### config.mk
export PLATFORM = sky130hd
export DESIGN_NAME = refqual_monitor
export DESIGN_NICKNAME = d
export VERILOG_FILES = /design/src/rtl/refqual_pkg.sv /design/src/rtl/refqual_window.sv /design/src/rtl/refqual_chan.sv /design/src/rtl/refqual_monitor.sv
export SDC_FILE = /design/constraint.sdc
export NUM_CORES = 1
export LEC_CHECK = 0
export ABC_AREA = 0
export BUFFER_PORTS_ARGS = -buffer_cell sky130_fd_sc_hd__buf_4
export CORE_ASPECT_RATIO = 1.2
export CORE_MARGIN = 2
export CORE_UTILIZATION = 54
export DETAILED_ROUTE_END_ITERATION = 8
export HOLD_SLACK_MARGIN = 0.1
export PLACE_DENSITY = 0.82
export SETUP_SLACK_MARGIN = 0.05
export SLEW_MARGIN = 30
export SYNTH_ARGS = -nofsm -noshare
export SYNTH_HDL_FRONTEND = slang
export SYNTH_SLANG_ARGS = --single-unit
### constraint.sdc
create_clock -name clk -period 2.95 [get_ports clk]
set_input_delay 0.295 -clock clk [delete_from_list [all_inputs] [get_ports clk]]
set_output_delay 0.295 -clock clk [all_outputs]
set_load 0.02 [all_outputs]
### src/rtl/refqual_pkg.sv
package refqual_pkg;
  // Result of judging one reference's alarm and offset in one cycle
  typedef struct packed {
    logic in_qual;   // alarm clear and magnitude within qualification limit
    logic drop_req;  // alarm set or magnitude beyond effective removal limit
  } win_res_t;
endpackage

### src/rtl/refqual_window.sv
module refqual_window
  import refqual_pkg::*;
#(
  parameter int OFS_W = 16
) (
  input  logic             alarm,
  input  logic [OFS_W-1:0] offset,
  input  logic [OFS_W-1:0] qual_lim,
  input  logic [OFS_W-1:0] disq_lim,
  output win_res_t         res
);
  // Exact magnitude of a two's complement value; fits OFS_W unsigned bits
  function automatic logic [OFS_W-1:0] ofs_mag(input logic [OFS_W-1:0] v);
    return v[OFS_W-1] ? (~v + 1'b1) : v;
  endfunction

  // Removal limit never tighter than the entry limit
  function automatic logic [OFS_W-1:0] eff_limit(input logic [OFS_W-1:0] q,
                                                 input logic [OFS_W-1:0] d);
    return (d < q) ? q : d;
  endfunction

  logic [OFS_W-1:0] mag;
  logic [OFS_W-1:0] disq_eff;

  always_comb begin
    mag          = ofs_mag(offset);
    disq_eff     = eff_limit(qual_lim, disq_lim);
    res.in_qual  = !alarm && (mag <= qual_lim);
    res.drop_req = alarm || (mag > disq_eff);
  end
endmodule

### src/rtl/refqual_chan.sv
module refqual_chan #(
  parameter int DWELL_W = 16,
  parameter int AGE_W   = 12
) (
  input  logic               clk,
  input  logic               rst_n,
  input  logic               in_qual,
  input  logic               drop_req,
  input  logic [DWELL_W-1:0] dwell_lim,
  output logic               qual_o,
  output logic [AGE_W-1:0]   age_o
);
  localparam logic [AGE_W-1:0] AGE_MAX = {AGE_W{1'b1}};

  logic               qual_q;
  logic [DWELL_W-1:0] dwell_cnt;
  logic [AGE_W-1:0]   age_q;

  // Named events for the assertions
  logic dwell_met;
  logic qual_gain;
  logic qual_loss;

  assign dwell_met = in_qual && (dwell_cnt >= dwell_lim);
  assign qual_gain = !qual_q && dwell_met;
  assign qual_loss = qual_q && drop_req;

  always_ff @(posedge clk or negedge rst_n) begin
    if (!rst_n) begin
      qual_q    <= 1'b0;
      dwell_cnt <= '0;
      age_q     <= '0;
    end else if (!qual_q) begin
      if (!in_qual) begin
        dwell_cnt <= '0;
      end else if (dwell_met) begin
        qual_q    <= 1'b1;
        dwell_cnt <= '0;
        age_q     <= '0;
      end else begin
        dwell_cnt <= dwell_cnt + 1'b1;
      end
    end else if (qual_loss) begin
      qual_q    <= 1'b0;
      dwell_cnt <= '0;
      age_q     <= '0;
    end else if (age_q != AGE_MAX) begin
      age_q <= age_q + 1'b1;
    end
  end

  assign qual_o = qual_q;
  assign age_o  = age_q;

  // a rise always follows a sampled in-range cycle
  p_rise_in_range_r2: assert property (@(posedge clk) disable iff (!rst_n)
    $rose(qual_q) |-> $past(in_qual));
  // an out-of-range cycle while unqualified restarts the count
  p_dwell_restart_r3: assert property (@(posedge clk) disable iff (!rst_n)
    (!qual_q && !in_qual) |=> (dwell_cnt == '0 && !qual_q));
  // a removal request clears the status at the next edge
  p_drop_clears_r5: assert property (@(posedge clk) disable iff (!rst_n)
    (qual_q && drop_req) |=> !qual_q);
  // no removal request keeps the status
  p_hold_r5: assert property (@(posedge clk) disable iff (!rst_n)
    (qual_q && !drop_req) |=> qual_q);
  // entry window lies inside removal window
  p_window_nested_r6: assert property (@(posedge clk) disable iff (!rst_n)
    in_qual |-> !drop_req);
  // age starts at zero and reads zero while unqualified
  p_age_start_r8: assert property (@(posedge clk) disable iff (!rst_n)
    $rose(qual_q) |-> (age_q == '0));
  p_age_idle_r8: assert property (@(posedge clk) disable iff (!rst_n)
    !qual_q |-> (age_q == '0));
  p_age_step_r8: assert property (@(posedge clk) disable iff (!rst_n)
    (qual_q && !drop_req && age_q != AGE_MAX) |=> (age_q == $past(age_q) + 1'b1));
endmodule

### src/rtl/refqual_monitor.sv
module refqual_monitor
  import refqual_pkg::*;
#(
  parameter int N_REFS  = 4,
  parameter int OFS_W   = 16,
  parameter int DWELL_W = 16,
  parameter int AGE_W   = 12
) (
  input  logic                    clk,
  input  logic                    rst_n,
  input  logic [N_REFS-1:0]       alarm_i,
  input  logic [N_REFS*OFS_W-1:0] offset_i,
  input  logic [OFS_W-1:0]        qual_lim_i,
  input  logic [OFS_W-1:0]        disq_lim_i,
  input  logic [DWELL_W-1:0]      dwell_i,
  output logic [N_REFS-1:0]       qual_map_o,
  output logic [N_REFS*AGE_W-1:0] age_o
);
  win_res_t win [N_REFS];

  for (genvar i = 0; i < N_REFS; i++) begin : g_ref
    refqual_window #(.OFS_W(OFS_W)) i_win (
      .alarm    (alarm_i[i]),
      .offset   (offset_i[i*OFS_W +: OFS_W]),
      .qual_lim (qual_lim_i),
      .disq_lim (disq_lim_i),
      .res      (win[i])
    );

    refqual_chan #(.DWELL_W(DWELL_W), .AGE_W(AGE_W)) i_chan (
      .clk       (clk),
      .rst_n     (rst_n),
      .in_qual   (win[i].in_qual),
      .drop_req  (win[i].drop_req),
      .dwell_lim (dwell_i),
      .qual_o    (qual_map_o[i]),
      .age_o     (age_o[i*AGE_W +: AGE_W])
    );

    // an alarm on a qualified reference clears its bit at the next edge
    p_alarm_drop_r4: assert property (@(posedge clk) disable iff (!rst_n)
      (qual_map_o[i] && alarm_i[i]) |=> !qual_map_o[i]);
  end
endmodule

# ---- Word-level counts from Yosys, hierarchy flattened
# Index checks and enable logic that the tools add are counted.
dict set report word_totals {
  mem_bits_rw 0
  elab_cells 142
  output_inout_bits 52
  in_bits 118
  regBits 116
  n_memories 0
  latchBits 0
  romBits 0
}
dict set report op_classes {
  n_eq_ne 12
  n_reduce_logical 32
  bitwise 4
  n_mux 57
  addsub 12
  shifts 0
  multipliers 0
  div_mod_pow 0
  n_lt_le_gt_ge 13
}
# operator n
set op_table {}
lappend op_table {{16-bit 2-to-1 mux} 21}
lappend op_table {{12-bit 2-to-1 mux} 20}
lappend op_table {{16-bit by 1-bit adder with 16-bit output (second input constant)} 8}
lappend op_table {{16-bit >= comparator} 4}
lappend op_table {{16-bit greater-than comparator} 4}
lappend op_table {{16-bit <= comparator} 4}
lappend op_table {{16-bit inverter} 4}
lappend op_table {{12-bit by 1-bit adder with 12-bit output (second input constant)} 4}
lappend op_table {{12-bit inequality test (second input constant)} 4}
lappend op_table {{16-bit less-than comparator} 1}
lappend op_table {{1-bit 2-to-1 mux} 16}
lappend op_table {{2-bit nonzero test} 8}
lappend op_table {{1-bit logical AND} 12}
lappend op_table {{3-bit inequality test (second input constant)} 4}
lappend op_table {{3-bit AND reduction} 4}
lappend op_table {{2-bit inequality test (second input constant)} 4}
lappend op_table {{1-bit zero test} 4}
lappend op_table {{1-bit logical OR} 4}

# ---- Longest topological paths before layout
# Gate-level depths: netlist of the first run.
dict set report depth {
  depth_word 9
  mapped_depth 23
}

# ---- Cells and area by module
# Synthesis of the first run repeated with hierarchy kept, for this count alone.
dict set report hier_totals {
  cells_unflattened 1691
  hier_area_um2 14310.0
}
# mod n_inst cells_per_inst area_per_inst_um2
set by_module_without_submodules {}
lappend by_module_without_submodules {refqual_chan 4 229 2030.7}
lappend by_module_without_submodules {{refqual_window at g_ref[2].i_win ...} 2 194 1532.7}
lappend by_module_without_submodules {{refqual_window at g_ref[0].i_win} 1 187 1566.5}
lappend by_module_without_submodules {{refqual_window at g_ref[1].i_win} 1 200 1555.2}

# ---- Worst setup path after synthesis of the first run
# OpenSTA, ideal clock, no wires.
dict set report synth_path {
  path_type {input to register}
  startpoint {input qual_lim_i[15]}
  endpoint {register g_ref[1].i_chan.age_q[4]}
  t_arrival_ns 5.139
  slack_ns -2.319
  cell_stages 22
  cell_sequence {inv_1 ha_1 nand4_1 or4_1 o32a_1 buf_2 nand2_1 clkbuf_1 clkbuf_1 nor2_1 a21oi_1 ha_1 and4_1 and4_1 and3_1 nand3_1 o2111ai_1 or3b_2 a311oi_2 buf_2 nor3b_1 mux2i_1}
}
dict set report synth_via {
  elab_chain_len 7
  elab_cells_between_ends 14
  classes_between {3 x order compare; 1 x eq/ne; 3 x mux; 7 x reduce/logical}
}
# element line
set synth_lines {}
lappend synth_lines {{start: declaration} refqual_monitor.sv:13} ;# input logic [OFS_W-1:0] qual_lim_i,
lappend synth_lines {{16-bit less-than comparator} refqual_window.sv:20} ;# return (d < q) ? q : d;
lappend synth_lines {{16-bit 2-to-1 mux} refqual_window.sv:20}
lappend synth_lines {{16-bit greater-than comparator} refqual_window.sv:30} ;# res.drop_req = alarm || (mag > disq_eff);
lappend synth_lines {{1-bit logical OR} refqual_window.sv:30}
lappend synth_lines {{1-bit logical AND} refqual_chan.sv:26} ;# assign qual_loss = qual_q && drop_req;
lappend synth_lines {{3-bit inequality test (no line) / 12-bit 2-to-1 mux (equally long branches)} n/a}
lappend synth_lines {{3-bit AND reduction (no line) / 12-bit 2-to-1 mux (equally long branches)} n/a}
lappend synth_lines {{end signal: assignment} refqual_chan.sv:48} ;# age_q <= age_q + 1'b1;
lappend synth_lines {{end: declaration} refqual_chan.sv:17} ;# logic [AGE_W-1:0] age_q;
# Parallel ways exist; a longest one is shown, timed or not.
# A chain may end at the register's enable or synchronous reset.

# ---- Worst setup path in the final report of the first run
dict set report layout_path {
  startpoint {input qual_lim_i[11]}
  endpoint {register g_ref[2].i_chan.age_q[0]}
}
dict set report layout_via {
  elab_chain_len 7
  elab_cells_between_ends 14
  classes_between {3 x order compare; 1 x eq/ne; 3 x mux; 7 x reduce/logical}
}
# element line
set layout_lines {}
lappend layout_lines {{16-bit less-than comparator} refqual_window.sv:20}
lappend layout_lines {{16-bit 2-to-1 mux} refqual_window.sv:20}
lappend layout_lines {{16-bit greater-than comparator} refqual_window.sv:30}
lappend layout_lines {{1-bit logical OR} refqual_window.sv:30}
lappend layout_lines {{1-bit logical AND} refqual_chan.sv:26}
lappend layout_lines {{3-bit inequality test (no line) / 12-bit 2-to-1 mux (equally long branches)} n/a}
lappend layout_lines {{3-bit AND reduction (no line) / 12-bit 2-to-1 mux (equally long branches)} n/a}
lappend layout_lines {{end signal: assignment} refqual_chan.sv:48}
lappend layout_lines {{end: declaration} refqual_chan.sv:17}
# Parallel ways exist; a longest one is shown, timed or not.

==> flow_summary.ini, run 1 <==
[run_status]
status = finished with violations
violations = negative setup slack

[finish]
layout.area.seq_um2 = 2900
area_growth_pct = 47.4
diodes = 0
multi_input_area_um2 = 10500
drive_gt1_share_pct = 35.5
fin_cells = 2304
fin_nets = 2306
nFillCells = 1310

[sta]
fin_crit_ns = 4.45
whs_ns = 0.351
drv_slew = 0
setup_viol = 116
final.setup.worst_slack_ns = -1.50
rsz0062_at_grt = true
worst_pin_slew_ns = 0.868
max_freq_mhz = 225
final-hold-violation-count = 0
fin_crit_sh_pct = 151
tns_ns = -157.02
fin_skew_ns = 0.0133
slew_headroom_pct = 42.1

[routing]
drt-total-wl_mm = 48.4
antenna_left = 0
wire_per_inst_um = 21.0
drc = 0
dr.pass1.iters = 5
num_vias = 14900
via_per_inst = 6.49
drt_iter0_markers = 1298

[global_routing]
grt_max_degree = 62
antenna_found_initial = 0
grt_pass1_wl_mm = 70.6
gr-total-overflow = 0
grt_pass1_vias = 14800
grtUsageTotal_pct = 35.8

[clock_tree]
cts-htree-levels = 4
clkTransAtPathRegs_ns = 0.07
cts-root-buf = clkbuf_16
cts_tree = built
clk_path_buf_depth = 2
clk_latency_ns = 0.44
cts_made_buffers = 17
clkSinkCount = 116

[yosys]
synth-simple-area-share_pct = 21.7
yosys_register_bits = 116
yosys_most_used_dff = dfrtp_1
synth_xor_area_share_pct = 4.21
synth_cells = 1519
synthesis.nets = 1848
synthMuxAreaShare_pct = 1.84
synth_edf_count = 0
synth_top_family_by_area = compound AO/OA/AOI/OAI gates
avgSynthCellArea_um2 = 8.35
yosysTopAreaCell = dfrtp_1
synth_top_cell_area_share_pct = 22.9
ys_seq_area_share_pct = 22.9
synth_warnings = 0
netlist_area_um2 = 12700
synth-compound-area-share_pct = 24.5
synth_cell_types = 79
synthArstFlopShare_pct = 100
synthAdderAreaFrac_pct = 20.8
ys_top_cells_by_area = dfrtp_1 23%, ha_1 21%, o21ai_0 4.3%, xnor2_1 3.8%, nand2_1 3.8%

[setup_path]
start_kind = primary input
cp.arrival_ns = 4.77
critical_path_required_ns = 3.28
worst-path-max-fanout = 8
worstSetupPathType = primary input to flop
reg2reg_depth = 13
cp-end-kind = flop

[floorplanning]
rows = 61
core_area_um2 = 23100
die_h_um = 172
fp.dieArea_um2 = 24700
fp.dieW_um = 144
start_util_pct = 54.9
io_pins = 170

[power]
power_density_nw_per_um2 = 340
vdd_drop_max_mv = 0.418
p_leak_nw = 9.08
power_mw = 6.35

[placed_design]
io_buffer_count = 169
gp_congestion = 0.960
dp_hpwl_mm = 32.0
placedCellCount = 2220

[worst_hold_path]
hold_path.class = primary input to asynchronous set/reset pin

[run]
drv_cap = 0
==> what timing repair did <==
item / CTS / global route
gates resized for setup: 141 / 79
buffers inserted: 24 / 19
gates cloned: 12 / 3
hold buffers: 1 / 0
pin swaps: 86 / 57
setup endpoints to repair: 116 / 116
endpoints found under the hold margin: 29 / 0
==> flip-flops by register name, indices dropped and copies added, names as in the netlist <==
name,count
g_ref.i_chan.qual_o,4
g_ref.i_chan.age_o,48
g_ref.i_chan.dwell_cnt,64
==> cell usage in the layout (no fill, tap or decap), types with 9 or more instances in the layout <==
master / n
o21bai_1: 15
a221o_1: 9
or3_1: 25
a22o_1: 12
nor2b_1: 10
inv_1: 81
nand2_1: 121
buf_6: 26
buf_12: 11
o21ai_2: 23
nor2_2: 9
nor3_1: 24
a211o_1: 12
o21ai_1: 30
ha_4: 23
buf_4: 432
o31ai_1: 15
xnor2_1: 54
a21o_1: 63
nand2b_1: 26
o21a_1: 17
o211ai_1: 18
or4_1: 12
clkbuf_16: 21
nand3_1: 53
mux2i_1: 20
a21oi_2: 21
nand4_1: 38
ha_1: 188
a21oi_1: 61
nor2_1: 62
o21ai_0: 59
dfrtp_1: 116
a21oi_4: 9
nor4_1: 13
and3_1: 50
==> final timing paths <==
check	from	to	slack, ns
min reg2reg	g_ref[1].i_chan.dwell_cnt[4]	g_ref[1].i_chan.dwell_cnt[4]	0.52
max reg2reg	g_ref[0].i_chan.dwell_cnt[0]	g_ref[0].i_chan.dwell_cnt[5]	-0.13
max	qual_lim_i[11]	g_ref[2].i_chan.age_o[0]	-1.50
max in group asynchronous	rst_n	g_ref[3].i_chan.age_o[5]	1.88
min	rst_n	g_ref[0].i_chan.age_o[7]	0.35
min in group clk	alarm_i[1]	g_ref[1].i_chan.qual_o	0.39
==> worst max-delay path, stage by stage <==
cell and delay [ns]:
buf_6 0.07, clkinvlp_4 0.09, ha_4 0.27, nand4_1 0.12
or4_4 0.54, o32a_1 0.42, nand2_4 0.16, buf_12 0.17
nor2_2 0.08, a21oi_4 0.24, ha_4 0.18, nand2_1 0.10
nor4_4 0.40, nand3_1 0.17, nor3_2 0.23, a2111o_1 0.16
a21boi_4 0.20, o41ai_4 0.11, buf_4 0.17, clkbuf_16 0.14
nor3b_4 0.14, mux2_2 0.29
==> stage by stage <==
| step | instance area (um2) | setup WS [ns] | utilization [%] |
|---|---|---|---|
| CTS | 18200 | -1.26 | 78.6 |
| global route | 18700 | -1.70 | 80.9 |
| detailed placement | 16600 | -1.81 | 71.7 |
| floorplan | 13100 | -1.56 | - |
| global placement | 16600 | -1.64 | 71.7 |
| finish | 18700 | -1.50 | 80.9 |
==> cells by family (layout without fill, tap and decap cells) <==
kind of cell,count (synthesis),in the layout
AND/OR/NAND/NOR,523,526
AO/OA/AOI/OAI,457,457
adder cells (fa/ha/maj),211,211
buffers and inverters,128,595
flip-flops,116,116
XOR/XNOR,61,61
multiplexers,23,23
==> final cells by class <==
cell class | instances | share of cell area (%)
tap | 315 | 2.11
clock inverter | 11 | 0.816
sequential | 116 | 15.5
multi-input combinational | 1278 | 56.0
timing repair buffer | 482 | 21.4
clock buffer | 20 | 2.44
inverter | 82 | 1.66
==> cell usage after synthesis (10+ instances only) <==
master and instances:
ha_1 211, nand2_1 127, dfrtp_1 116, o21ai_0 108, a21oi_1 91, inv_1 82
nor2_1 77, a21o_1 63, nand3_1 58, xnor2_1 55, and3_1 52, nand4_1 38
clkbuf_1 30, nor3_1 28, nand2b_1 26, or3_1 25, mux2i_1 20, o211ai_1 18
o21a_1 17, o31ai_1 17, nor4_1 15, o21bai_1 15, a211oi_1 14, or4_1 13
a211o_1 12, a22o_1 12, buf_2 10, nor2b_1 10, nor3b_1 10
==> report_power, final <==
group	internal, mW	total (mW)	leakage [nW]	switching (mW)
Combinational	1.18	2.49	7.22	1.31
Sequential	1.63	1.69	1.59	0.0537
Clock	1.37	2.18	0.277	0.808
==> per-layer routing <==
layer | wire (um) | global-route usage, % | up-vias
met4 | 4000 | 25.4 | 0
met2 | 23500 | 63.1 | 924
met5 | 0 | 0 | -
met3 | 3680 | 5.07 | 340
li1 | - | - | 6668
met1 | 17300 | 39.4 | 7014
No activity file was read; power rests on OpenSTA's default activity.
==> run 2: changes to the inputs <==
--- a/config.mk
+++ b/config.mk
@@ -14,2 +14,3 @@
 export HOLD_SLACK_MARGIN = 0.1
+export MAX_ROUTING_LAYER = met4
 export PLACE_DENSITY = 0.82
==> constraint.sdc (replaced) <==
create_clock -name clk -period 2.95 [get_ports clk]
set_input_delay 0.59 -clock clk [delete_from_list [all_inputs] [get_ports clk]]
set_output_delay 0.59 -clock clk [all_outputs]
set_load 0.02 [all_outputs]
==> flow_summary.ini, run 2 (synthesis gave the netlist of run 1 again) <==
[finish]
post-route-cell-area_um2 = 18300
area_growth_pct = 44.4
drive_gt1_share_pct = 32.9
layout.area.seq_um2 = 2900
multi_input_area_um2 = 10200
nFillCells = 1452
top_register = g_ref.i_chan.dwell_cnt
fin_cells = 2300
diodes = 0
largest_reg_flops = 64
final_util_pct = 79.3
final_cell_mix = 437 x buf_4, 193 x ha_1, 123 x nand2_1
fin_nets = 2301
layout_commonest_cell = buf_4

[run_status]
status = finished with violations
violations = negative setup slack

[routing]
wire_per_inst_um = 19.6
drt-total-wl_mm = 45.1
num_vias = 14500
dr.pass1.iters = 8
via_per_inst = 6.32
drt_iter0_markers = 1060
antenna_left = 0
drc = 0

[run]
drv_cap = 0

[clock_tree]
cts-root-buf = clkbuf_16
clk_path_buf_depth = 2
cts_made_buffers = 17
clkTransAtPathRegs_ns = 0.05
clk_latency_ns = 0.43
cts-htree-levels = 4
clkSinkCount = 116
cts_tree = built

[floorplanning]
start_util_pct = 54.9
core_area_um2 = 23100
fp.dieW_um = 144
io_pins = 170
fp.dieArea_um2 = 24700
die_h_um = 172
rows = 61

[setup_path]
path_cells = buf_4 -> inv_1 -> ha_1 -> buf_4 -> a21oi_1 -> o21ai_0 -> a21oi_1 -> nand2_4 -> buf_12 -> buf_4 -> nor2_1 -> a21oi_2 -> buf_6 -> ha_1 -> a21o_1 -> a21o_1 -> a21o_1 -> a21oi_2 -> o211ai_1 -> nand4b_1 -> a311oi_4 -> buf_6 -> nor3b_2 -> mux2i_1
cp-end-kind = flop
cp_slowest_cell = a311oi_4
start_kind = primary input
r2r_start = g_ref[1].i_chan.dwell_cnt[0]
critical_path_required_ns = 3.25
cp.arrival_ns = 5.07
crit_start = qual_lim_i[15]
slowest_delay_ns = 0.45
reg2reg_slack_ns = 0.08
reg2reg_depth = 13
worst-path-max-fanout = 7
timing.rr.end = g_ref[1].i_chan.age_o[2]
worstSetupPathType = primary input to flop

[sta]
rsz0062_at_grt = true
worst_pin_slew_ns = 1.22
fin_skew_ns = 0.0125
tns_ns = -183.36
fin_crit_ns = 4.77
setup_viol = 116
final.setup.worst_slack_ns = -1.82
slew_headroom_pct = 18.1
final-hold-violation-count = 0
max_freq_mhz = 209
fin_crit_sh_pct = 162
drv_slew = 0

[global_routing]
antenna_found_initial = 0
grt_pass1_wl_mm = 65.2
grtUsageTotal_pct = 33.6
grt_pass1_vias = 13600
grt_max_degree = 43
gr-total-overflow = 0

[power]
power_density_nw_per_um2 = 354
power_mw = 6.49
p_leak_nw = 8.98
vdd_drop_max_mv = 0.407

[placed_design]
placedCellCount = 2232
io_buffer_count = 169
place_area_um2 = 16700
dp_hpwl_mm = 31.9
gp_congestion = 0.967

[worst_hold_path]
hold_path.class = primary input to asynchronous set/reset pin
==> run 2: cell types whose count changed in the layout (fill, tap and decap cells not counted), sizes merged <==
cell,delta
inv,-1
clkinv,+3
buf,-2
or2,-1
clkbuf,+1
bufinv,+3
clkinvlp,-6
dlygate4sd3,-1
==> run 2: repair_timing <==
action | CTS | global route
hold buffers | 0 | 0
hold endpoints to repair | 0 | 0
buffers inserted | 9 | 21
pin swaps | 23 | 34
cloned | 1 | 7
setup endpoints to repair | 116 | 116
resized for setup | 30 | 104
==> run 2: where the power goes <==
| group | switching, mW | internal, mW | leakage, nW |
|---|---|---|---|
| Sequential | 0.0504 | 1.63 | 1.59 |
| Combinational | 1.27 | 1.20 | 7.07 |
| Clock | 0.769 | 1.58 | 0.316 |
==> run 2: area by class of cell <==
cell class	instances	share of cell area [%]
Clock inverter	10	1.11
Inverter	82	1.70
Multi-Input combinational cell	1277	55.5
Clock buffer	22	2.42
Timing Repair Buffer	478	21.3
Tap cell	315	2.15
Sequential cell	116	15.8
==> run 2: worst max path at each step <==
stage / to / slack [ns] / cells past startpoint
after global routing: g_ref[1].i_chan.age_o[11] / -1.92 / 22
final: g_ref[1].i_chan.age_o[2] / -1.82 / 24
after detailed placement: g_ref[2].i_chan.age_o[9] / -2.16 / 20
after floorplan: g_ref[2].i_chan.age_o[7] / -1.86 / 19
after CTS: g_ref[2].i_chan.age_o[10] / -1.50 / 21
after global placement: g_ref[2].i_chan.age_o[7] / -2.01 / 19
==> run 2: critical path, delay by kind of cell <==
| kind | cells | cell delay, ns |
|---|---|---|
| AO/OA/AOI/OAI | 10 | 2.09 |
| buffers and inverters | 7 | 1.03 |
| AND/OR/NAND/NOR | 4 | 0.76 |
| adder cells (fa/ha/maj) | 2 | 0.47 |
| multiplexers | 1 | 0.12 |
==> run 2: per-stage QoR <==
step           setup slack, ns  hold WS (ns)
5_1_grt                  -1.92         0.197
4_1_cts                  -1.50         0.170
3_5_place_dp             -2.16         0.515
6_report                 -1.82         0.152
2_1_floorplan            -1.86         0.294
3_3_place_gp             -2.01         0.498
==> run 2: layer usage <==
| metal | wire [um] | track usage, % | vias to the layer above |
|---|---|---|---|
| met3 | 2880 | 4.13 | 261 |
| li1 | - | - | 6659 |
| met2 | 22300 | 59.3 | 744 |
| met5 | 0 | - | - |
| met4 | 3150 | 17.3 | 0 |
| met1 | 16700 | 37.3 | 6876 |
